<file path="src/rtl/fpc_pkg.sv">
package fpc_pkg;

    localparam int CLASS_W  = 10;
    localparam int WORD_W   = 64;
    localparam int SP_EXP_W = 8;
    localparam int SP_FRC_W = 23;
    localparam int DP_EXP_W = 11;
    localparam int DP_FRC_W = 52;

    // Category codes equal their bit position in the class mask.
    typedef enum logic [3:0] {
        CAT_SNAN = 4'd0,
        CAT_QNAN = 4'd1,
        CAT_NINF = 4'd2,
        CAT_NNRM = 4'd3,
        CAT_NSUB = 4'd4,
        CAT_NZER = 4'd5,
        CAT_PINF = 4'd6,
        CAT_PNRM = 4'd7,
        CAT_PSUB = 4'd8,
        CAT_PZER = 4'd9
    } fp_cat_e;

    typedef struct packed {
        logic sign;
        logic exp_ones;
        logic exp_zero;
        logic frac_zero;
        logic frac_top;
    } fp_fields_t;

endpackage

</file>
<file path="src/rtl/fpc_field_probe.sv">
module fpc_field_probe
    import fpc_pkg::*;
#(
    parameter int EXP_W  = 8,
    parameter int FRAC_W = 23,
    localparam int FMT_W = 1 + EXP_W + FRAC_W
) (
    input  logic [FMT_W-1:0] word,
    output fp_fields_t       flds
);

    logic [EXP_W-1:0]  exp_f;
    logic [FRAC_W-1:0] frac_f;

    assign exp_f  = word[FMT_W-2 -: EXP_W];
    assign frac_f = word[FRAC_W-1:0];

    always_comb begin
        flds.sign      = word[FMT_W-1];
        flds.exp_ones  = &exp_f;
        flds.exp_zero  = ~|exp_f;
        flds.frac_zero = ~|frac_f;
        flds.frac_top  = frac_f[FRAC_W-1];
    end

endmodule

</file>
<file path="src/rtl/fpc_prio_encode.sv">
module fpc_prio_encode
    import fpc_pkg::*;
(
    input  fp_fields_t         flds,
    output logic [CLASS_W-1:0] mask
);

    fp_cat_e cat;

    // Ordered tests: infinity, zero, subnormal, NaN, else normal.
    always_comb begin
        if (flds.exp_ones && flds.frac_zero)
            cat = flds.sign ? CAT_NINF : CAT_PINF;
        else if (flds.exp_zero && flds.frac_zero)
            cat = flds.sign ? CAT_NZER : CAT_PZER;
        else if (flds.exp_zero)
            cat = flds.sign ? CAT_NSUB : CAT_PSUB;
        else if (flds.exp_ones)
            cat = flds.frac_top ? CAT_QNAN : CAT_SNAN;
        else
            cat = flds.sign ? CAT_NNRM : CAT_PNRM;
    end

    always_comb begin
        mask = '0;
        unique case (cat)
            CAT_SNAN: mask[CAT_SNAN] = 1'b1;
            CAT_QNAN: mask[CAT_QNAN] = 1'b1;
            CAT_NINF: mask[CAT_NINF] = 1'b1;
            CAT_NNRM: mask[CAT_NNRM] = 1'b1;
            CAT_NSUB: mask[CAT_NSUB] = 1'b1;
            CAT_NZER: mask[CAT_NZER] = 1'b1;
            CAT_PINF: mask[CAT_PINF] = 1'b1;
            CAT_PNRM: mask[CAT_PNRM] = 1'b1;
            CAT_PSUB: mask[CAT_PSUB] = 1'b1;
            CAT_PZER: mask[CAT_PZER] = 1'b1;
            default:  mask = '0;
        endcase
    end

endmodule

</file>
<file path="src/rtl/fpc_out_stage.sv">
module fpc_out_stage #(
    parameter int W       = 64,
    parameter bit REG_OUT = 1'b1
) (
    input  logic         clk,
    input  logic         rst_n,
    input  logic [W-1:0] d,
    output logic [W-1:0] q
);

    generate
        if (REG_OUT) begin : g_reg
            logic [W-1:0] q_r;
            always_ff @(posedge clk or negedge rst_n) begin
                if (!rst_n) q_r <= '0;
                else        q_r <= d;
            end
            assign q = q_r;
        end else begin : g_wire
            assign q = d;
        end
    endgenerate

endmodule

</file>
<file path="src/rtl/fp_class_unit.sv">
module fp_class_unit
    import fpc_pkg::*;
#(
    parameter bit REG_OUT = 1'b1
) (
    input  logic              clk,
    input  logic              rst_n,
    input  logic              dbl_sel,
    input  logic [WORD_W-1:0] operand,
    output logic [WORD_W-1:0] class_mask
);

    localparam int SP_W = 1 + SP_EXP_W + SP_FRC_W;

    fp_fields_t         sp_flds;
    fp_fields_t         dp_flds;
    fp_fields_t         sel_flds;
    logic [CLASS_W-1:0] cls;
    logic [WORD_W-1:0]  cls_wide;

    fpc_field_probe #(.EXP_W(SP_EXP_W), .FRAC_W(SP_FRC_W)) u_sp_probe (
        .word (operand[SP_W-1:0]),
        .flds (sp_flds)
    );

    fpc_field_probe #(.EXP_W(DP_EXP_W), .FRAC_W(DP_FRC_W)) u_dp_probe (
        .word (operand),
        .flds (dp_flds)
    );

    assign sel_flds = dbl_sel ? dp_flds : sp_flds;

    fpc_prio_encode u_encode (
        .flds (sel_flds),
        .mask (cls)
    );

    assign cls_wide = {{(WORD_W-CLASS_W){1'b0}}, cls};

    fpc_out_stage #(.W(WORD_W), .REG_OUT(REG_OUT)) u_out (
        .clk   (clk),
        .rst_n (rst_n),
        .d     (cls_wide),
        .q     (class_mask)
    );

endmodule

</file>
<file path="config.mk">
export PLATFORM = sky130hd
export DESIGN_NAME = fp_class_unit
export DESIGN_NICKNAME = d
export VERILOG_FILES = /design/src/rtl/fpc_pkg.sv /design/src/rtl/fpc_field_probe.sv /design/src/rtl/fpc_prio_encode.sv /design/src/rtl/fpc_out_stage.sv /design/src/rtl/fp_class_unit.sv
export SDC_FILE = /design/constraint.sdc
export NUM_CORES = 1
export LEC_CHECK = 0
export BUFFER_PORTS_ARGS = -buffer_cell sky130_fd_sc_hd__buf_2
export CORE_MARGIN = 4
export CORE_UTILIZATION = 35
export DETAILED_ROUTE_END_ITERATION = 8
export MAX_ROUTING_LAYER = met4
export PLACE_DENSITY = 0.78
export SYNTH_ARGS = -nofsm -noshare
export SYNTH_HDL_FRONTEND = slang
export SYNTH_HIERARCHICAL = 1
export SYNTH_SLANG_ARGS = --single-unit
</file>
<file path="constraint.sdc">
create_clock -name clk -period 0.8 [get_ports clk]
set_input_delay 0.04 -clock clk [delete_from_list [all_inputs] [get_ports clk]]
set_output_delay 0.04 -clock clk [all_outputs]
set_load 0.02 [all_outputs]
</file>
==> results of run 1 <==
-- layer usage --
layer,GRT usage [%]
met1,18.2
met2,27.3
met3,5.30
met4,7.34
met5,-
-- cell usage after synthesis --
cell / n / area (um2)
and4bb_2: 2 / 25.0
dfrtp_1: 64 / 1600
mux2_2: 5 / 56.3
and4b_2: 1 / 11.3
nor3b_1: 2 / 15.0
or4_1: 2 / 15.0
and3b_2: 1 / 10.0
conb_1: 1 / 3.75
nand2_1: 3 / 11.3
nand3_1: 2 / 10.0
and3b_1: 1 / 8.76
buf_4: 4 / 30.0
nand4_1: 7 / 43.8
nor2_1: 3 / 11.3
nor4b_2: 1 / 15.0
nor3_1: 3 / 15.0
and3_1: 1 / 6.26
nor4_1: 20 / 125
nor4_2: 2 / 25.0
-- kinds of logic after synthesis --
group,count (synthesis),synth area share (%)
flops,64,78.5
mux,5,2.76
other cells,1,0.184
buf+inv,4,1.47
simple gates,51,17.1
-- per-stage QoR --
step | hold slack, ps | util [%] | setup TNS (ps) | area, um2
floorplan | -256 | - | -2760 | 2280
global placement | 33.7 | 55.4 | -5070 | 3090
detailed placement | 36.0 | 55.4 | -5400 | 3090
CTS | 28.2 | 67.2 | -7420 | 3740
global route | 43.6 | 67.8 | -9910 | 3780
-- what timing repair did --
| item | in CTS | in global routing |
|---|---|---|
| pin swaps | 9 | 0 |
| hold buffers | 1 | 0 |
| buffers inserted | 0 | 0 |
| setup endpoints to repair | 74 | 74 |
| gates resized for setup | 139 | 6 |
| endpoints found under the hold margin | 64 | 0 |
==> summary.txt, run 1 <==
Status -> stopped before the end
Stage reached -> 5_2_route
Error msg -> [ERROR DRT-0255] Maze Route cannot find path of net clk in worker of routeBox ( 48300 0 ) ( 84335 48300 ).
Register area share after synthesis -> 78.5%
Vias in the first global route -> 1850
Worst setup endpoint GRT -> u_out/q[1]$_DFF_PN0_/D
First-pass GRT wire length -> 8.71 mm
TritonCTS Buffers -> 9
Synthesis-stage register bit count -> 64
Ports -> 131
Sink Count -> 64
Place WS -> -627 ps
Die W -> 84.3 um
Clk Tree Root Cell -> clkbuf_8
Cell Area, Synth -> 2040 um2
Largest net degree at the start of global routing -> 41
Initial antenna violation count -> 0
Synth Area per Inst -> 16.3 um2
GPL Wtd Cong -> 0.864
HPWL Detailed -> 3.92 mm
PortBufs -> 130
Placed cells -> 385
H-tree depth -> 3
GRT Overall Usage -> 16.5%
Row Count -> 27
Worst_ep kind -> register data pin
Yosys warns -> 6
Initial core utilization -> 36.6%
Cells after Synth -> 125
Die Ht -> 84.3 um
Gr ovfl total -> 0
Count of different cell masters after synthesis -> 19
Longest Clk Path Bufs -> 2
==> run 2: changes to the inputs <==
Settings changed: CORE_UTILIZATION 35 to 20, MAX_ROUTING_LAYER met4 to unset, PLACE_DENSITY 0.78 to unset, PLACE_DENSITY_LB_ADDON set to 0.15.
==> summary.txt, run 2 <==
Vias -> 1694
Synth Area in XOR/XNOR -> 0% (unchanged)
Cells after Synth -> 125 (unchanged)
CP max FO -> 7
Post-Route WL -> 5.39 mm
Hold Path Depth -> 3
Crit path capture -> u_out/q[1]
Sink Count -> 64 (unchanged)
# DRC -> 0
WL per Instance -> 11.5 um
Count of different cell masters after synthesis -> 19 (unchanged)
Crit. End Element -> register
Largest net degree at the start of global routing -> 65 (+59%)
Die area -> 11900 um2
NumNets Final -> 396
Core ar. -> 9860 um2
Slowest CP cell -> nor4_1
H-tree depth -> 3 (unchanged)
Yosys warns -> 6 (unchanged)
Crit path buf inv count -> 1
Fraction of registers with async set or reset after synthesis -> 100% (unchanged)
Final setup fails -> 74
Commonest non-fill, non-tap cells in the layout -> buf_6, dfrtp_1, buf_2
GRT Overall Usage -> 9.32% (-7.2 points)
Max IR drop VDD -> 0.596 mV
First-pass GRT wire length -> 8.27 mm (-5.1%)
Data arrival time of the worst path -> 1270 ps
Synth Area per Inst -> 16.3 um2 (unchanged)
PortBufs -> 130 (unchanged)
Die W -> 109 um (+29%)
Row Count -> 36 (+33%)
Combinational family with the most area after synthesis -> simple AND/OR/NAND/NOR gates
Status -> complete, but fails checks
Clk Tree Root Cell -> clkbuf_8
Max Cap Violations -> 0
Top cells by area, synth -> dfrtp_1, nor4_1, mux2_2
Synthesis-stage register bit count -> 64 (unchanged)
Hold/Removal Path Class -> primary input to register
Final Hold Slack -> 105 ps
Biggest area consumer among synthesized cells -> dfrtp_1
Post-DR vias/cell -> 3.63
Fillers -> 926
Crit path required time -> 1010 ps
Leakage -> 0.00187 uW
Startpoint types -> primary input
Initial antenna violation count -> 0 (unchanged)
Post-synth EDFFs -> 0 (unchanged)
Fraction of layout cells with a size suffix above 1 -> 53.6%
Share of Yosys cell area claimed by the top area cell type -> 78.5% (unchanged)
Longest Clk Path Bufs -> 2 (unchanged)
TritonCTS Buffers -> 9 (unchanged)
Max FFs per register -> 64
HPWL Detailed -> 4.00 mm (+2.2%)
Commonest non-fill, non-tap cell in the layout -> buf_6
GPL Wtd Cong -> 0.773 (-10%)
Final min period -> 1060 ps
Pre-Repair DR Iteration Count -> 3
CP peak stage delay -> 290 ps
CTS tree -> built
Ports -> 131 (unchanged)
Core Util, Final -> 39.4%
Failing checks -> negative setup slack
Multi-input logic area -> 717 um2
Cell Area, Synth -> 2040 um2 (unchanged)
Stages on the worst setup path -> 6
Vias in the first global route -> 1752 (-5.3%)
Setup Crit Path Kind -> primary input to register
RSZ-0062 raised after global routing -> yes
CTS clk-pin slew, worst paths -> 70 ps
Total power -> 6760 uW
Place WS -> -637 ps (-10.1 ps)
Max Clk Rate -> 0.945 GHz
Initial DRC count -> 48
Largest delay share family, worst path -> simple AND/OR/NAND/NOR gates
Crit path launch -> operand[12]
Die Ht -> 109 um (+29%)
Top FF cell, synth -> dfrtp_1
Routed Antenna Nets -> 0
Fin. max-slew vios -> 0
Synth Area in Simple Gates -> 17.1% (unchanged)
Register area share after synthesis -> 78.5% (unchanged)
Area growth syn-to-layout -> 90.5%
Gr ovfl total -> 0 (unchanged)
Complex-gate fraction of the synthesized area -> 0% (unchanged)
Total power divided by cell area -> 1740 nW/um2
Final hold viol count -> 0
Most common cell in the netlist -> dfrtp_1
Fraction of the mapped netlist area in adder cells -> 0% (unchanged)
Initial core utilization -> 20.7% (-16 points)
Mux contribution to synthesized area -> 2.76% (unchanged)
Cell chain of the critical path -> buf_2, nor4_1, nand2_1, nor4_2, mux2_4, and4bb_2
Crit share post-route -> 132%
Final worst slack -> -258 ps
Most instantiated cells after synthesis -> dfrtp_1, nor4_1, nand4_1, mux2_2, buf_4
Ant diodes -> 0
Sequential cell area -> 1600 um2
[run 2: cell counts after synthesis]
No cell type changed its count.
[run 2: final cells by class]
class,instances,share of cell area [%]
sequential,64,41.2
timing repair buffer,144,31.8
multi-input combinational,110,18.5
tap,133,4.28
clock buffer,13,3.83
clock inverter,3,0.451
[run 2: what timing repair did]
| item | 4_1_cts | 5_1_grt |
|---|---|---|
| resized for setup | 138 | 14 |
| buffers inserted | 1 | 0 |
| endpoints found under the hold margin | 64 | 0 |
| pin swaps | 8 | 8 |
| hold buffers | 1 | 0 |
| gates cloned | 0 | 0 |
| setup endpoints to repair | 74 | 74 |
[run 2: per-layer routing]
metal  global-route usage [%]  vias to the layer above  wire (um)
li1                         -                      813          -
met1                     10.0                      776       1890
met2                     15.8                       98       2760
met3                     3.61                        7        655
met4                     4.87                        0         80
met5                        0                        -          0
[run 2: worst min-delay path by stage]
stage | from | end | slack [ps]
after floorplan | rst_n | u_out/q[0] | -260
after global placement | rst_n | u_out/q[38] | 80
after detailed placement | rst_n | u_out/q[34] | 80
after CTS | operand[63] | u_out/q[7] | 70
after global routing | operand[63] | u_out/q[7] | 110
final | operand[63] | u_out/q[7] | 110
[run 2: logic make-up after synthesis]
logic type	count (synthesis)
buffers and inverters	4
flip-flops	64
multiplexers	5
other	1
AND/OR/NAND/NOR	51
[run 2: tightest hold or removal path, cell delays in order]
cell	delay (ps)
buf_2	80
mux2_2	220
nor3_1	60
[run 2: report_power, final]
part / switching [uW] / internal [uW] / total [uW]
logic: 495 / 502 / 997
registers: 67.8 / 3390 / 3450
clock network: 1110 / 1200 / 2310
total: 1670 / 5090 / 6760
[run 2: through the flow]
step           instances  setup TNS (ps)  instance area, um2
3_3_place_gp         449           -5360                3170
4_1_cts              467           -8030                3810
2_1_floorplan        178           -2760                2280
6_report             467           -6070                3880
5_1_grt              467           -9130                3880
3_5_place_dp         449           -5490                3170
Power figures use the tool's default switching activity.
==> run 3: changes to the inputs <==
Settings changed: ABC_AREA set to 1.
==> summary.txt, run 3 <==
Failing checks -> negative setup slack
Hold_sp -> operand[63]
CP max FO -> 3 (-4)
Setup Crit Path Kind -> primary input to register
Final worst slack -> -117 ps (+141 ps)
Ant diodes -> 0 (unchanged)
Top FF cell, synth -> dfrtp_1
Max Cap Violations -> 0 (unchanged)
Gr ovfl total -> 0 (unchanged)
H-tree depth -> 3 (unchanged)
Clk Tree Root Cell -> clkbuf_16
Post-DR vias/cell -> 3.48 (-4.0%)
Vias in the first global route -> 2105 (+20%)
Max IR drop VDD -> 1.22 mV (+110%)
Register area share after synthesis -> 70.4% (-8.1 points)
Sink Count -> 64 (unchanged)
Fin. max-slew vios -> 0 (unchanged)
Post-synth EDFFs -> 0 (unchanged)
TritonCTS Buffers -> 9 (unchanged)
GRT Overall Usage -> 8.77% (-0.55 points)
RSZ-0062 raised after global routing -> yes
Setup tns final -> -4210 ps (+1860 ps)
Biggest area consumer among synthesized cells -> dfrtp_1
Die Ht -> 115 um (+5.2%)
Leakage -> 0.00227 uW (+22%)
Die W -> 115 um (+5.2%)
Synthesis-stage register bit count -> 64 (unchanged)
Longest Clk Path Bufs -> 2 (unchanged)
Final hold viol count -> 0 (unchanged)
Row Count -> 38 (+5.6%)
Routed Antenna Nets -> 0 (unchanged)
Data arrival time of the worst path -> 1160 ps (-110 ps)
CTS tree -> built
Crit share post-route -> 115% (-18 points)
Hold/Removal Path Class -> primary input to register
Final Hold Slack -> 117 ps (+12.1 ps)
Largest net degree at the start of global routing -> 65 (unchanged)
Final min period -> 917 ps (-141 ps)
HPWL Detailed -> 4.28 mm (+7.0%)
Die area -> 13100 um2 (+11%)
Startpoint types -> primary input
Internal power -> 6830 uW (+34%)
Hold endpoint -> u_out/q[7]
Switching Power -> 1830 uW (+9.4%)
Status -> complete, but fails checks
Max FFs per register -> 64 (unchanged)
Pre-Repair DR Iteration Count -> 4 (+1)
Initial DRC count -> 54 (+13%)
First-pass GRT wire length -> 8.91 mm (+7.7%)
Vias -> 2030 (+20%)
Initial antenna violation count -> 0 (unchanged)
Fraction of layout cells with a size suffix above 1 -> 45.8% (-7.8 points)
Initial core utilization -> 20.7% (+0.036 points)
WL per Instance -> 9.50 um (-18%)
Total power divided by cell area -> 1970 nW/um2 (+13%)
Most common cell in the netlist -> dfrtp_1
NumNets Final -> 506 (+28%)
Max Clk Rate -> 1.09 GHz (+15%)
Post-Route WL -> 5.54 mm (+2.7%)
Share of Yosys cell area claimed by the top area cell type -> 70.4% (-8.1 points)
# DRC -> 0 (unchanged)
Commonest non-fill, non-tap cell in the layout -> buf_6
Cells after Synth -> 225 (+80%)
Crit path launch -> operand[7]
Crit path required time -> 1050 ps (+40 ps)
Cell Area, Synth -> 2270 um2 (+12%)
Reg power frac -> 40.0% (-11 points)
PortBufs -> 130 (unchanged)
Commonest non-fill, non-tap cells in the layout -> buf_6, dfrtp_1, buf_2
Area growth syn-to-layout -> 92.7%
Ports -> 131 (unchanged)
Core ar. -> 11000 um2 (+11%)
GPL Wtd Cong -> 0.749 (-3.1%)
Final setup fails -> 74 (unchanged)
Crit. End Element -> register
Hold Path Depth -> 5 (+2)
Clock power share -> 47.3% (+13 points)
Count of different cell masters after synthesis -> 15 (-4)
Sw frac -> 21.1% (-3.6 points)
CTS clk-pin slew, worst paths -> 50 ps (-20 ps)
Synth Area per Inst -> 10.1 um2 (-38%)
Gate power share -> 12.7% (-2.1 points)
Yosys warns -> 6 (unchanged)
Core Util, Final -> 39.9% (+0.53 points)
Fillers -> 1075 (+16%)
Fraction of registers with async set or reset after synthesis -> 100% (unchanged)
Top cells by area, synth -> dfrtp_1, nor2_1, nand2_1
Most instantiated cells after synthesis -> dfrtp_1, nor2_1, nand2_1, inv_1, nand4_1
run 3: cell count changes after synthesis, moves of 3 or more:
cell     before  now
nand2_1       3   49
nor4_1       20    0
nand2_2       0    3
inv_1         0   27
mux2_2        5    0
nor2_1        3   54
run 3: metal layers:
metal  vias to the layer above  GRT usage, %  wire, um
li1                       1044             -         -
met2                        99          14.3      2650
met4                         0          5.23       131
met5                         -             0         0
met3                        12          3.86       714
met1                       875          9.34      2050
run 3: power by group through the flow:
stage	combinational, uW	sequential [uW]	clock [uW]
after floorplan	153	3680	0
after global placement	853	3480	0
after detailed placement	864	3480	0
after CTS	1090	3460	4270
after global routing	1210	3470	4390
final	1100	3460	4090
run 3: worst max-delay path by stage:
stage                           endpoint  slack, ps  cells past startpoint
after floorplan               u_out/q[5]       -200                     14
after global placement        u_out/q[9]       -460                      9
after detailed placement      u_out/q[9]       -480                      9
after CTS                 class_mask[19]       -100                      1
after global routing          u_out/q[4]       -250                     16
final                         u_out/q[4]       -120                     14
run 3: critical path, stage by stage:
cell     delay [ps]
buf_2           110
nor2_1          100
nand2_1          60
nor2_1          120
nand3_1         110
nor2_2          110
nand2_1          60
nand2_2          90
inv_2            60
nand2_1          50
nand2_1          40
nand2_1          60
nand2_2          50
nor2_1          100
run 3: kinds of logic (layout without fill, tap and decap cells):
| logic type | count (synthesis) | count (layout) | share of synthesized area [%] |
|---|---|---|---|
| DFF | 64 | 64 | 70.4 |
| and+or+nand+nor | 127 | 127 | 23.3 |
| buffers and inverters | 33 | 198 | 6.11 |
| other | 1 | 54 | 0.165 |
run 3: area by class of cell:
type,instances,area [um2],share of cell area (%)
Inverter,29,109,2.48
Sequential cell,64,1600,36.5
Clock buffer,12,256,5.85
Clock inverter,3,65.1,1.48
Multi-Input combinational cell,181,823,18.8
Tap cell,140,175,4.00
Timing Repair Buffer,154,1350,30.9
run 3: through the flow:
step	cells	setup slack, ps	total power [uW]	cell area, um2
6_report	583	-117	8650	4380
5_1_grt	583	-250	9060	4380
4_1_cts	582	-95.8	8820	4320
3_5_place_dp	563	-481	4340	3460
3_3_place_gp	563	-457	4330	3460
2_1_floorplan	278	-200	3830	2500
run 3: what timing repair did:
action	CTS	global route
gates resized for setup	159	14
setup endpoints to repair	72	74
endpoints found under the hold margin	64	0
hold buffers	1	0
setup buffers	3	1
pin swaps	23	21
